<file path="src/rtl/ipc_mailbox_pkg.sv">
package ipc_mailbox_pkg;

    // Host register offsets (byte addresses)
    localparam int unsigned OFS_OUTBOX = 32'h00;
    localparam int unsigned OFS_INBOX  = 32'h10;
    localparam int unsigned OFS_ARG0   = 32'h14;
    localparam int unsigned ARG_STRIDE = 32'h04;
    localparam int unsigned OFS_STATUS = 32'h20;

    // Status word bit positions
    localparam int unsigned STAT_OVERRUN_BIT = 0;
    localparam int unsigned STAT_ACK_BIT     = 1;

    function automatic int unsigned arg_offset(input int unsigned idx);
        return OFS_ARG0 + idx * ARG_STRIDE;
    endfunction

endpackage

</file>
<file path="src/rtl/mbx_in_slot.sv">
// Host-to-coprocessor slot with overrun detection
module mbx_in_slot #(
    parameter int unsigned DATA_W = 32
) (
    input  logic              clk,
    input  logic              rst,
    input  logic              host_wr,
    input  logic [DATA_W-1:0] host_data,
    input  logic              consume,
    output logic [DATA_W-1:0] word,
    output logic              overrun
);

    typedef struct packed {
        logic [DATA_W-1:0] word;
        logic              overrun;
    } in_state_t;

    in_state_t s_d, s_q;

    always_comb begin
        s_d = s_q;
        if (consume) begin
            s_d.word = '0;
        end
        // zero from the host is a no-op and never an overrun
        if (host_wr && (host_data != '0)) begin
            if (s_q.word == '0) begin
                s_d.word = host_data;
            end else begin
                s_d.overrun = 1'b1;
            end
        end
    end

    always_ff @(posedge clk) begin
        if (rst) begin
            s_q <= '0;
        end else begin
            s_q <= s_d;
        end
    end

    assign word    = s_q.word;
    assign overrun = s_q.overrun;

endmodule

</file>
<file path="src/rtl/mbx_out_slot.sv">
// Coprocessor-to-host slot, acknowledged by echoing the word back
module mbx_out_slot #(
    parameter int unsigned DATA_W = 32
) (
    input  logic              clk,
    input  logic              rst,
    input  logic              load,
    input  logic [DATA_W-1:0] load_data,
    output logic              load_ok,
    input  logic              ack_wr,
    input  logic [DATA_W-1:0] ack_data,
    output logic [DATA_W-1:0] word,
    output logic              ack_err
);

    typedef struct packed {
        logic [DATA_W-1:0] word;
        logic              ack_err;
    } out_state_t;

    out_state_t s_d, s_q;
    logic       slot_free;

    assign slot_free = (s_q.word == '0);
    assign load_ok   = load && slot_free;

    always_comb begin
        s_d = s_q;
        if (ack_wr) begin
            if (ack_data == s_q.word) begin
                s_d.word = '0;
            end else begin
                s_d.ack_err = 1'b1;
            end
        end
        // accepted only into a free slot, so it never collides with a clearing ack
        if (load_ok) begin
            s_d.word = load_data;
        end
    end

    always_ff @(posedge clk) begin
        if (rst) begin
            s_q <= '0;
        end else begin
            s_q <= s_d;
        end
    end

    assign word    = s_q.word;
    assign ack_err = s_q.ack_err;

endmodule

</file>
<file path="src/rtl/mbx_arg_bank.sv">
// Argument registers written by host or coprocessor; host has priority
module mbx_arg_bank #(
    parameter int unsigned DATA_W    = 32,
    parameter int unsigned NUM_ARGS  = 3,
    parameter int unsigned ARG_SEL_W = 2
) (
    input  logic                         clk,
    input  logic                         rst,
    input  logic [NUM_ARGS-1:0]          host_wr,
    input  logic [DATA_W-1:0]            host_data,
    input  logic                         cop_wr,
    input  logic [ARG_SEL_W-1:0]         cop_sel,
    input  logic [DATA_W-1:0]            cop_data,
    output logic [NUM_ARGS*DATA_W-1:0]   args
);

    typedef struct packed {
        logic [NUM_ARGS-1:0][DATA_W-1:0] arg;
    } arg_state_t;

    arg_state_t s_d, s_q;

    always_comb begin
        s_d = s_q;
        for (int i = 0; i < NUM_ARGS; i++) begin
            if (host_wr[i]) begin
                s_d.arg[i] = host_data;
            end else if (cop_wr && (int'(cop_sel) == i)) begin
                s_d.arg[i] = cop_data;
            end
        end
    end

    always_ff @(posedge clk) begin
        if (rst) begin
            s_q <= '0;
        end else begin
            s_q <= s_d;
        end
    end

    for (genvar g = 0; g < NUM_ARGS; g++) begin : g_arg_out
        assign args[g*DATA_W +: DATA_W] = s_q.arg[g];
    end

endmodule

</file>
<file path="src/rtl/mbx_host_decode.sv">
// Host offset decode and read-data multiplexer
module mbx_host_decode
    import ipc_mailbox_pkg::*;
#(
    parameter int unsigned DATA_W   = 32,
    parameter int unsigned ADDR_W   = 8,
    parameter int unsigned NUM_ARGS = 3
) (
    input  logic                        wr_en,
    input  logic [ADDR_W-1:0]           addr,
    input  logic [DATA_W-1:0]           in_word,
    input  logic [DATA_W-1:0]           out_word,
    input  logic [NUM_ARGS*DATA_W-1:0]  args,
    input  logic                        overrun,
    input  logic                        ack_err,
    output logic                        inbox_wr,
    output logic                        outbox_wr,
    output logic [NUM_ARGS-1:0]         arg_wr,
    output logic [DATA_W-1:0]           rdata
);

    localparam logic [ADDR_W-1:0] A_OUTBOX = ADDR_W'(OFS_OUTBOX);
    localparam logic [ADDR_W-1:0] A_INBOX  = ADDR_W'(OFS_INBOX);
    localparam logic [ADDR_W-1:0] A_STATUS = ADDR_W'(OFS_STATUS);

    logic [DATA_W-1:0] status_word;

    always_comb begin
        status_word = '0;
        status_word[STAT_OVERRUN_BIT] = overrun;
        status_word[STAT_ACK_BIT]     = ack_err;
    end

    assign inbox_wr  = wr_en && (addr == A_INBOX);
    assign outbox_wr = wr_en && (addr == A_OUTBOX);

    for (genvar g = 0; g < NUM_ARGS; g++) begin : g_arg_hit
        assign arg_wr[g] = wr_en && (addr == ADDR_W'(arg_offset(g)));
    end

    always_comb begin
        rdata = '0;
        if (addr == A_OUTBOX) begin
            rdata = out_word;
        end else if (addr == A_INBOX) begin
            rdata = in_word;
        end else if (addr == A_STATUS) begin
            rdata = status_word;
        end else begin
            for (int i = 0; i < NUM_ARGS; i++) begin
                if (addr == ADDR_W'(arg_offset(i))) begin
                    rdata = args[i*DATA_W +: DATA_W];
                end
            end
        end
    end

endmodule

</file>
<file path="src/rtl/ipc_mailbox.sv">
// Host/coprocessor mailbox: one word each way, zero means empty
module ipc_mailbox #(
    parameter int unsigned DATA_W    = 32,
    parameter int unsigned ADDR_W    = 8,
    parameter int unsigned NUM_ARGS  = 3,
    parameter int unsigned ARG_SEL_W = (NUM_ARGS > 1) ? $clog2(NUM_ARGS) : 1
) (
    input  logic                        clk,
    input  logic                        rst,
    input  logic                        h_wr_en,
    input  logic [ADDR_W-1:0]           h_addr,
    input  logic [DATA_W-1:0]           h_wdata,
    output logic [DATA_W-1:0]           h_rdata,
    output logic [DATA_W-1:0]           c_in_word,
    output logic                        c_cmd_flag,
    input  logic                        c_consume,
    input  logic                        c_load,
    input  logic [DATA_W-1:0]           c_load_data,
    output logic                        c_load_ok,
    input  logic                        c_arg_wr,
    input  logic [ARG_SEL_W-1:0]        c_arg_sel,
    input  logic [DATA_W-1:0]           c_arg_wdata,
    output logic [NUM_ARGS*DATA_W-1:0]  c_args,
    output logic                        irq_cop,
    output logic                        irq_host,
    output logic                        out_empty,
    output logic                        err_overrun,
    output logic                        err_ack
);

    logic                inbox_wr;
    logic                outbox_wr;
    logic [NUM_ARGS-1:0] arg_wr;
    logic [DATA_W-1:0]   in_word;
    logic [DATA_W-1:0]   out_word;

    mbx_host_decode #(
        .DATA_W   (DATA_W),
        .ADDR_W   (ADDR_W),
        .NUM_ARGS (NUM_ARGS)
    ) i_decode (
        .wr_en     (h_wr_en),
        .addr      (h_addr),
        .in_word   (in_word),
        .out_word  (out_word),
        .args      (c_args),
        .overrun   (err_overrun),
        .ack_err   (err_ack),
        .inbox_wr  (inbox_wr),
        .outbox_wr (outbox_wr),
        .arg_wr    (arg_wr),
        .rdata     (h_rdata)
    );

    mbx_in_slot #(
        .DATA_W (DATA_W)
    ) i_in_slot (
        .clk       (clk),
        .rst       (rst),
        .host_wr   (inbox_wr),
        .host_data (h_wdata),
        .consume   (c_consume),
        .word      (in_word),
        .overrun   (err_overrun)
    );

    mbx_out_slot #(
        .DATA_W (DATA_W)
    ) i_out_slot (
        .clk       (clk),
        .rst       (rst),
        .load      (c_load),
        .load_data (c_load_data),
        .load_ok   (c_load_ok),
        .ack_wr    (outbox_wr),
        .ack_data  (h_wdata),
        .word      (out_word),
        .ack_err   (err_ack)
    );

    mbx_arg_bank #(
        .DATA_W    (DATA_W),
        .NUM_ARGS  (NUM_ARGS),
        .ARG_SEL_W (ARG_SEL_W)
    ) i_args (
        .clk       (clk),
        .rst       (rst),
        .host_wr   (arg_wr),
        .host_data (h_wdata),
        .cop_wr    (c_arg_wr),
        .cop_sel   (c_arg_sel),
        .cop_data  (c_arg_wdata),
        .args      (c_args)
    );

    assign c_in_word  = in_word;
    assign c_cmd_flag = in_word[0];
    assign irq_cop    = (in_word != '0);
    assign out_empty  = (out_word == '0);
    assign irq_host   = !out_empty;

endmodule

</file>
<file path="config.mk">
export PLATFORM = sky130hd
export DESIGN_NAME = ipc_mailbox
export DESIGN_NICKNAME = d
export VERILOG_FILES = /design/src/rtl/ipc_mailbox_pkg.sv /design/src/rtl/mbx_in_slot.sv /design/src/rtl/mbx_out_slot.sv /design/src/rtl/mbx_arg_bank.sv /design/src/rtl/mbx_host_decode.sv /design/src/rtl/ipc_mailbox.sv
export SDC_FILE = /design/constraint.sdc
export NUM_CORES = 1
export LEC_CHECK = 0
export BUFFER_PORTS_ARGS = -buffer_cell sky130_fd_sc_hd__buf_4
export CAP_MARGIN = 30
export CORE_MARGIN = 10
export CORE_UTILIZATION = 30
export CTS_BUF_LIST = sky130_fd_sc_hd__clkbuf_8
export DETAILED_ROUTE_END_ITERATION = 16
export PLACE_DENSITY = 0.54
export RECOVER_POWER = 25
export SETUP_SLACK_MARGIN = 0.3
export SLEW_MARGIN = 20
export SYNTH_ARGS = -nofsm -noshare
export SYNTH_HDL_FRONTEND = slang
export SYNTH_SLANG_ARGS = --single-unit
export TNS_END_PERCENT = 30
</file>
<file path="constraint.sdc">
create_clock -name clk -period 6.74 [get_ports clk]
set_input_delay 1.685 -clock clk [delete_from_list [all_inputs] [get_ports clk]]
set_output_delay 1.685 -clock clk [all_outputs]
set_load 0.01 [all_outputs]
</file>
Word level (Yosys, flattened, before mapping):

Index checks and enable logic that the tools add are counted.
W data, S select, Z words.

* bits in registers: 162

* equality and inequality tests: 8
* muxes and demuxes: 20
* bitwise operators: 2
* reduce and logical (&&, ||, !) cells: 25

Operators with widths (count)
* $mux W32: 16
* $mux W33: 2
* $logic_not A32 Y1: 2
* $reduce_bool A32 Y1: 2
* $eq A32 B32 Y1: 1
* $eq A8 B5 Y1 const B: 4
* $logic_and A1 B1 Y1: 10
* $reduce_bool A2 Y1: 5
* $eq A8 B6 Y1 const B: 1
* $logic_not A8 Y1: 1
* $reduce_and A2 Y1: 3
* $eq A2 B2 Y1 const B: 2
* $logic_not A2 Y1: 1
* $mux W1: 2
* $not A1 Y1: 2
* $logic_not A1 Y1: 1

Longest topological paths before layout:

* depth after elaboration: 7
* depth in mapped cells: 7

Hierarchy:

Synthesis repeated with hierarchy kept, for this count alone.

* cells, all modules: 1076
* area total of the unflattened synthesis: 9846.9 µm²

By module, submodules not included
* mbx_arg_bank: instances 1, cells each 513, area each 5101.1 µm², seq. area each 1921.8 µm²
* mbx_in_slot: instances 1, cells each 168, area each 1681.6 µm², seq. area each 660.6 µm²
* mbx_out_slot: instances 1, cells each 132, area each 1477.7 µm², seq. area each 660.6 µm²
* mbx_host_decode: instances 1, cells each 239, area each 1431.4 µm², seq. area each 0.0 µm²
* ipc_mailbox: instances 1, cells each 24, area each 155.1 µm², seq. area each 0.0 µm²

Worst setup path before layout:

OpenSTA, ideal clock, no wires.

* path kind: input -> output
* start: input port h_addr[7]
* end: output port h_rdata[4]
* arrival: 3157 ps
* setup slack: 1898 ps
* stages on the path: 4
* path through: or4_4 > or3_1 > clkbuf_1 > o21ai_0

* cells in the longest elaborated chain, start to end: 7
* elaborated cells between the ends (all ways): 12
* those cells by class: eq/ne: 5; mux: 6; reduce/logical: 1

Ends and longest elaborated chain
* from (decl): line ipc_mailbox.sv:11 `input logic [ADDR_W-1:0] h_addr,`
* $eq A8 B5 Y1: line mbx_host_decode.sv:51 `if (addr == ADDR_W'(arg_offset(i))) begin`
* $mux W32 (3 in series): line mbx_host_decode.sv:51
* $mux W32: line mbx_host_decode.sv:47 `end else if (addr == A_STATUS) begin`
* $mux W32: line mbx_host_decode.sv:45 `end else if (addr == A_INBOX) begin`
* $mux W32 (*): line mbx_host_decode.sv:43 `if (addr == A_OUTBOX) begin`
* to (decl): line ipc_mailbox.sv:13 `output logic [DATA_W-1:0] h_rdata,`

Mark *: on every way between the ends. The rest lies on a longest branch, timed or not.

Worst setup path after layout:

* start: input port h_addr[7]
* end: output port h_rdata[31]

Same word-level chain as after synthesis.

==> results by group <==
Run status
  – Status: completed

Routing
  – # DRC: 0
  – Vias per cell: 5.456
  – Final antenna-violating net count: 0
  – Per-cell routed wire length: 25.37 um
  – DR pass1 iterations: 4
  – Via count: ~7,700
  – DR iter-0 viols: 510
  – Post-Route WL: ~36,000 um

Finish
  – Fillers: approximately 2,700
  – Nets: approximately 1,200
  – N_diodes: 0
  – Area Growth Syn to Fin: 31.12%
  – Layout cells sized above 1: 0.2693

Setup path
  – CP endpoint kind: primary output
  – CP max stage delay: around 0.60 ns
  – Worst path slowest cell: or4_4
  – Reg2Reg Capture Point: i_out_slot.word[11]
  – RR Startpoint: i_out_slot.word[16]
  – CP Cell Sequence: buf_4 -> or4_4 -> nor4_4 -> buf_4 -> a22oi_1 -> o21ai_1 -> buf_4
  – Worst reg2reg path depth: 6
  – CP required: 5.06 ns
  – Reg2Reg Setup Slack: 4.35 ns
  – Setup CP Type: in -> out
  – CP arrival: approximately 3.8 ns
  – Worst setup SP type: input port
  – Most numerous cell on the critical path: buf_4
  – Worst Path Max Fanout: 22

Synth
  – EDFF count, synth: 0
  – Synth Net Count: 940
  – Yosys warning count: 0
  – Synthesized area: 0.007973 mm2
  – Avg Synthesized Cell Area: ~9.6 um2
  – Post-synthesis cell count: 828
  – Ranking of synthesized cells by area: dfxtp_1 (41%), mux2i_1 (12%), a211oi_1 (9.0%)
  – Most common flop cell mapped by yosys: dfxtp_1
  – Synth cell count leaders: dfxtp_1 (162), nor2_1 (100), a211oi_1 (96), mux2i_1 (96)
  – Synth unique cells: 37
  – Top cell type's share of synthesized area: 0.4068
  – Most common cell in the synthesized netlist: dfxtp_1
  – FFs w/ async S/R, synth: 0
  – Post-synthesis sequential area ratio: 0.4068
  – Biggest area consumer among synthesized cells: dfxtp_1
  – Synthesized flop and latch total: between 150 and 200

Clock network
  – CTS tree: yes
  – Root Driver: clkbuf_8
  – Clk buf depth: 2
  – Post-cts resize count: 0
  – Worst-path clk slew: around 0.09 ns
  – Inserted Clock Buffers: 17
  – H-tree depth: 4
  – Clock Latency Late Sink: 0.46 ns
  – CTS hold repair buffers: 0
  – Clk sinks: between 150 and 200
  – Post-CTS Setup Inserts: 0

Hold path
  – Hold wc startpoint: i_in_slot.word[9]
  – Hold Path Sink: i_in_slot.word[9]
  – Min-Delay Path Depth: 1
  – Worst hold-check path type: reg -> reg

STA
  – Total negative slack: 0 ns
  – F_max: ~180 MHz
  – Rel. slew slack: 0.4784
  – Final period util: 0.8136
  – Setup violators final: 0
  – Slew Limit Fails: 0
  – RSZ-0062 raised after global routing: no
  – Worst Clk Skew: about 0.013 ns
  – Tmin final: around 5.5 ns
  – Worst-Margin Slew: between 0.7 and 0.8 ns
  – Hold Vio Cnt, Final: 0

Place
  – Buffers added on ports: roughly 280
  – GPL Wtd Cong: between 0.8 and 0.9
  – Dpl hpwl: 26,320 um

Global route
  – Antenna violations before repair: 0
  – GRT Total Usage: 0.2070
  – Vias in the first global route: between 7,000 and 8,000
  – Largest net degree at the start of global routing: 61
  – First-pass GRT wire length: about 53,000 um
  – GR Overflow Total: 0

Floorplanning
  – Initial Utilization: 0.3051
  – # IOs: around 280
  – Core area: ~0.026 mm2
  – Die area: approximately 0.033 mm2
  – Chip height: 183.0 um
  – Die X: roughly 180 um
  – Num rows: 59

Pwr
  – PwrDens: about 220 mW/mm2
  – VDD IR max: 102.6 uV
  – Overall Power: 2.351 mW
  – P_leak: 4.293 nW

Job
  – Total of max-cap violations: 0
## placed cells by master (no fill, tap or decap), drive strengths merged
master / count
or2: 3
o311a: 2
inv: 11
a31oi: 1
a22oi: 62
and3: 1
or4: 1
o21ai: 34
nand3: 1
o2111ai: 1
a22o: 65
nand4b: 1
clkinvlp: 4
a21oi: 1
buf: 214
or3: 1
nor3: 1
nand3b: 2
xnor2: 32
mux2i: 96
nor2: 101
mux2: 34
nor2b: 1
o2bb2ai: 1
bufinv: 3
a211oi: 96
clkbuf: 99
dfxtp: 162
and2: 2
nor3b: 1
nor4: 28
nand4: 15
## how the worst max path moves through the flow
stage                              to       from  slack, ns  cells after the start
final                     h_rdata[31]  h_addr[7]       1.26                      7
after global routing      h_rdata[31]  h_addr[7]       1.12                      7
after CTS                 h_rdata[21]  h_addr[7]       1.26                      7
after detailed placement  h_rdata[31]  h_addr[7]       1.26                      7
after global placement    h_rdata[31]  h_addr[7]       1.31                      7
after floorplan            h_rdata[4]  h_addr[7]       1.90                      4
## flip-flops by register name, summed over array words and instances (netlist names)
register and flops:
i_in_slot.word 32, i_in_slot.overrun 1, i_out_slot.ack_err 1, i_out_slot.word 32, i_args.args 96
## cell type report
| class | count | area, um2 | area share |
|---|---|---|---|
| Timing Repair Buffer | 296 | 1942 | 0.1858 |
| Tap cell | 335 | 419.2 | 0.04010 |
| Multi-Input combinational cell | 584 | 4422 | 0.4230 |
| Clock buffer | 17 | 234.0 | 0.02238 |
| Sequential cell | 162 | 3243 | 0.3102 |
| Clock inverter | 14 | 178.9 | 0.01712 |
| Inverter | 4 | 15.01 | 0.001436 |
## logic make-up (layout without fill, tap and decap cells)
family / count (synthesis) / count (layout) / synth area share
and+or+nand+nor: 159 / 159 / 0.09887
AOI/OAI and AO/OA: 263 / 263 / 0.2476
DFF: 162 / 162 / 0.4068
buffers and inverters: 82 / 331 / 0.04300
muxes: 130 / 130 / 0.1686
xor gates and xnor gates: 32 / 32 / 0.03515
## layer usage
metal  vias to the layer above  routed length [um]  track usage
met5                         -                   0            0
met4                         0                 275      0.04393
met3                        16                2508      0.05316
met2                       289               16780       0.3366
met1                      3746               16250       0.2704
li1                       3653                   -            -
## per-stage QoR
stage | utilization | worst slack, ns | hold WS (ns) | cells | cell area [um2]
after floorplan | - | 1.898 | 0.5031 | 828 | 7973
after global placement | 0.3944 | 1.306 | 0.5310 | 1379 | 10310
after detailed placement | 0.3954 | 1.263 | 0.5345 | 1380 | 10330
after CTS | 0.4112 | 1.259 | 0.5558 | 1411 | 10750
after global routing | 0.4000 | 1.122 | 0.6000 | 1412 | 10450
final | 0.4000 | 1.256 | 0.5585 | 1412 | 10450
## critical path, delay by kind of cell
kind | cells | cell delay [ns]
AOI/OAI and AO/OA | 2 | 0.25
and+or+nand+nor | 2 | 1.12
buffers and inverters | 3 | 0.72
## power breakdown
part / switching (mW) / internal, mW
registers: 0.0783 / 1.02
logic: 0.250 / 0.217
clock network: 0.417 / 0.372
Power figures use the tool's default switching activity.
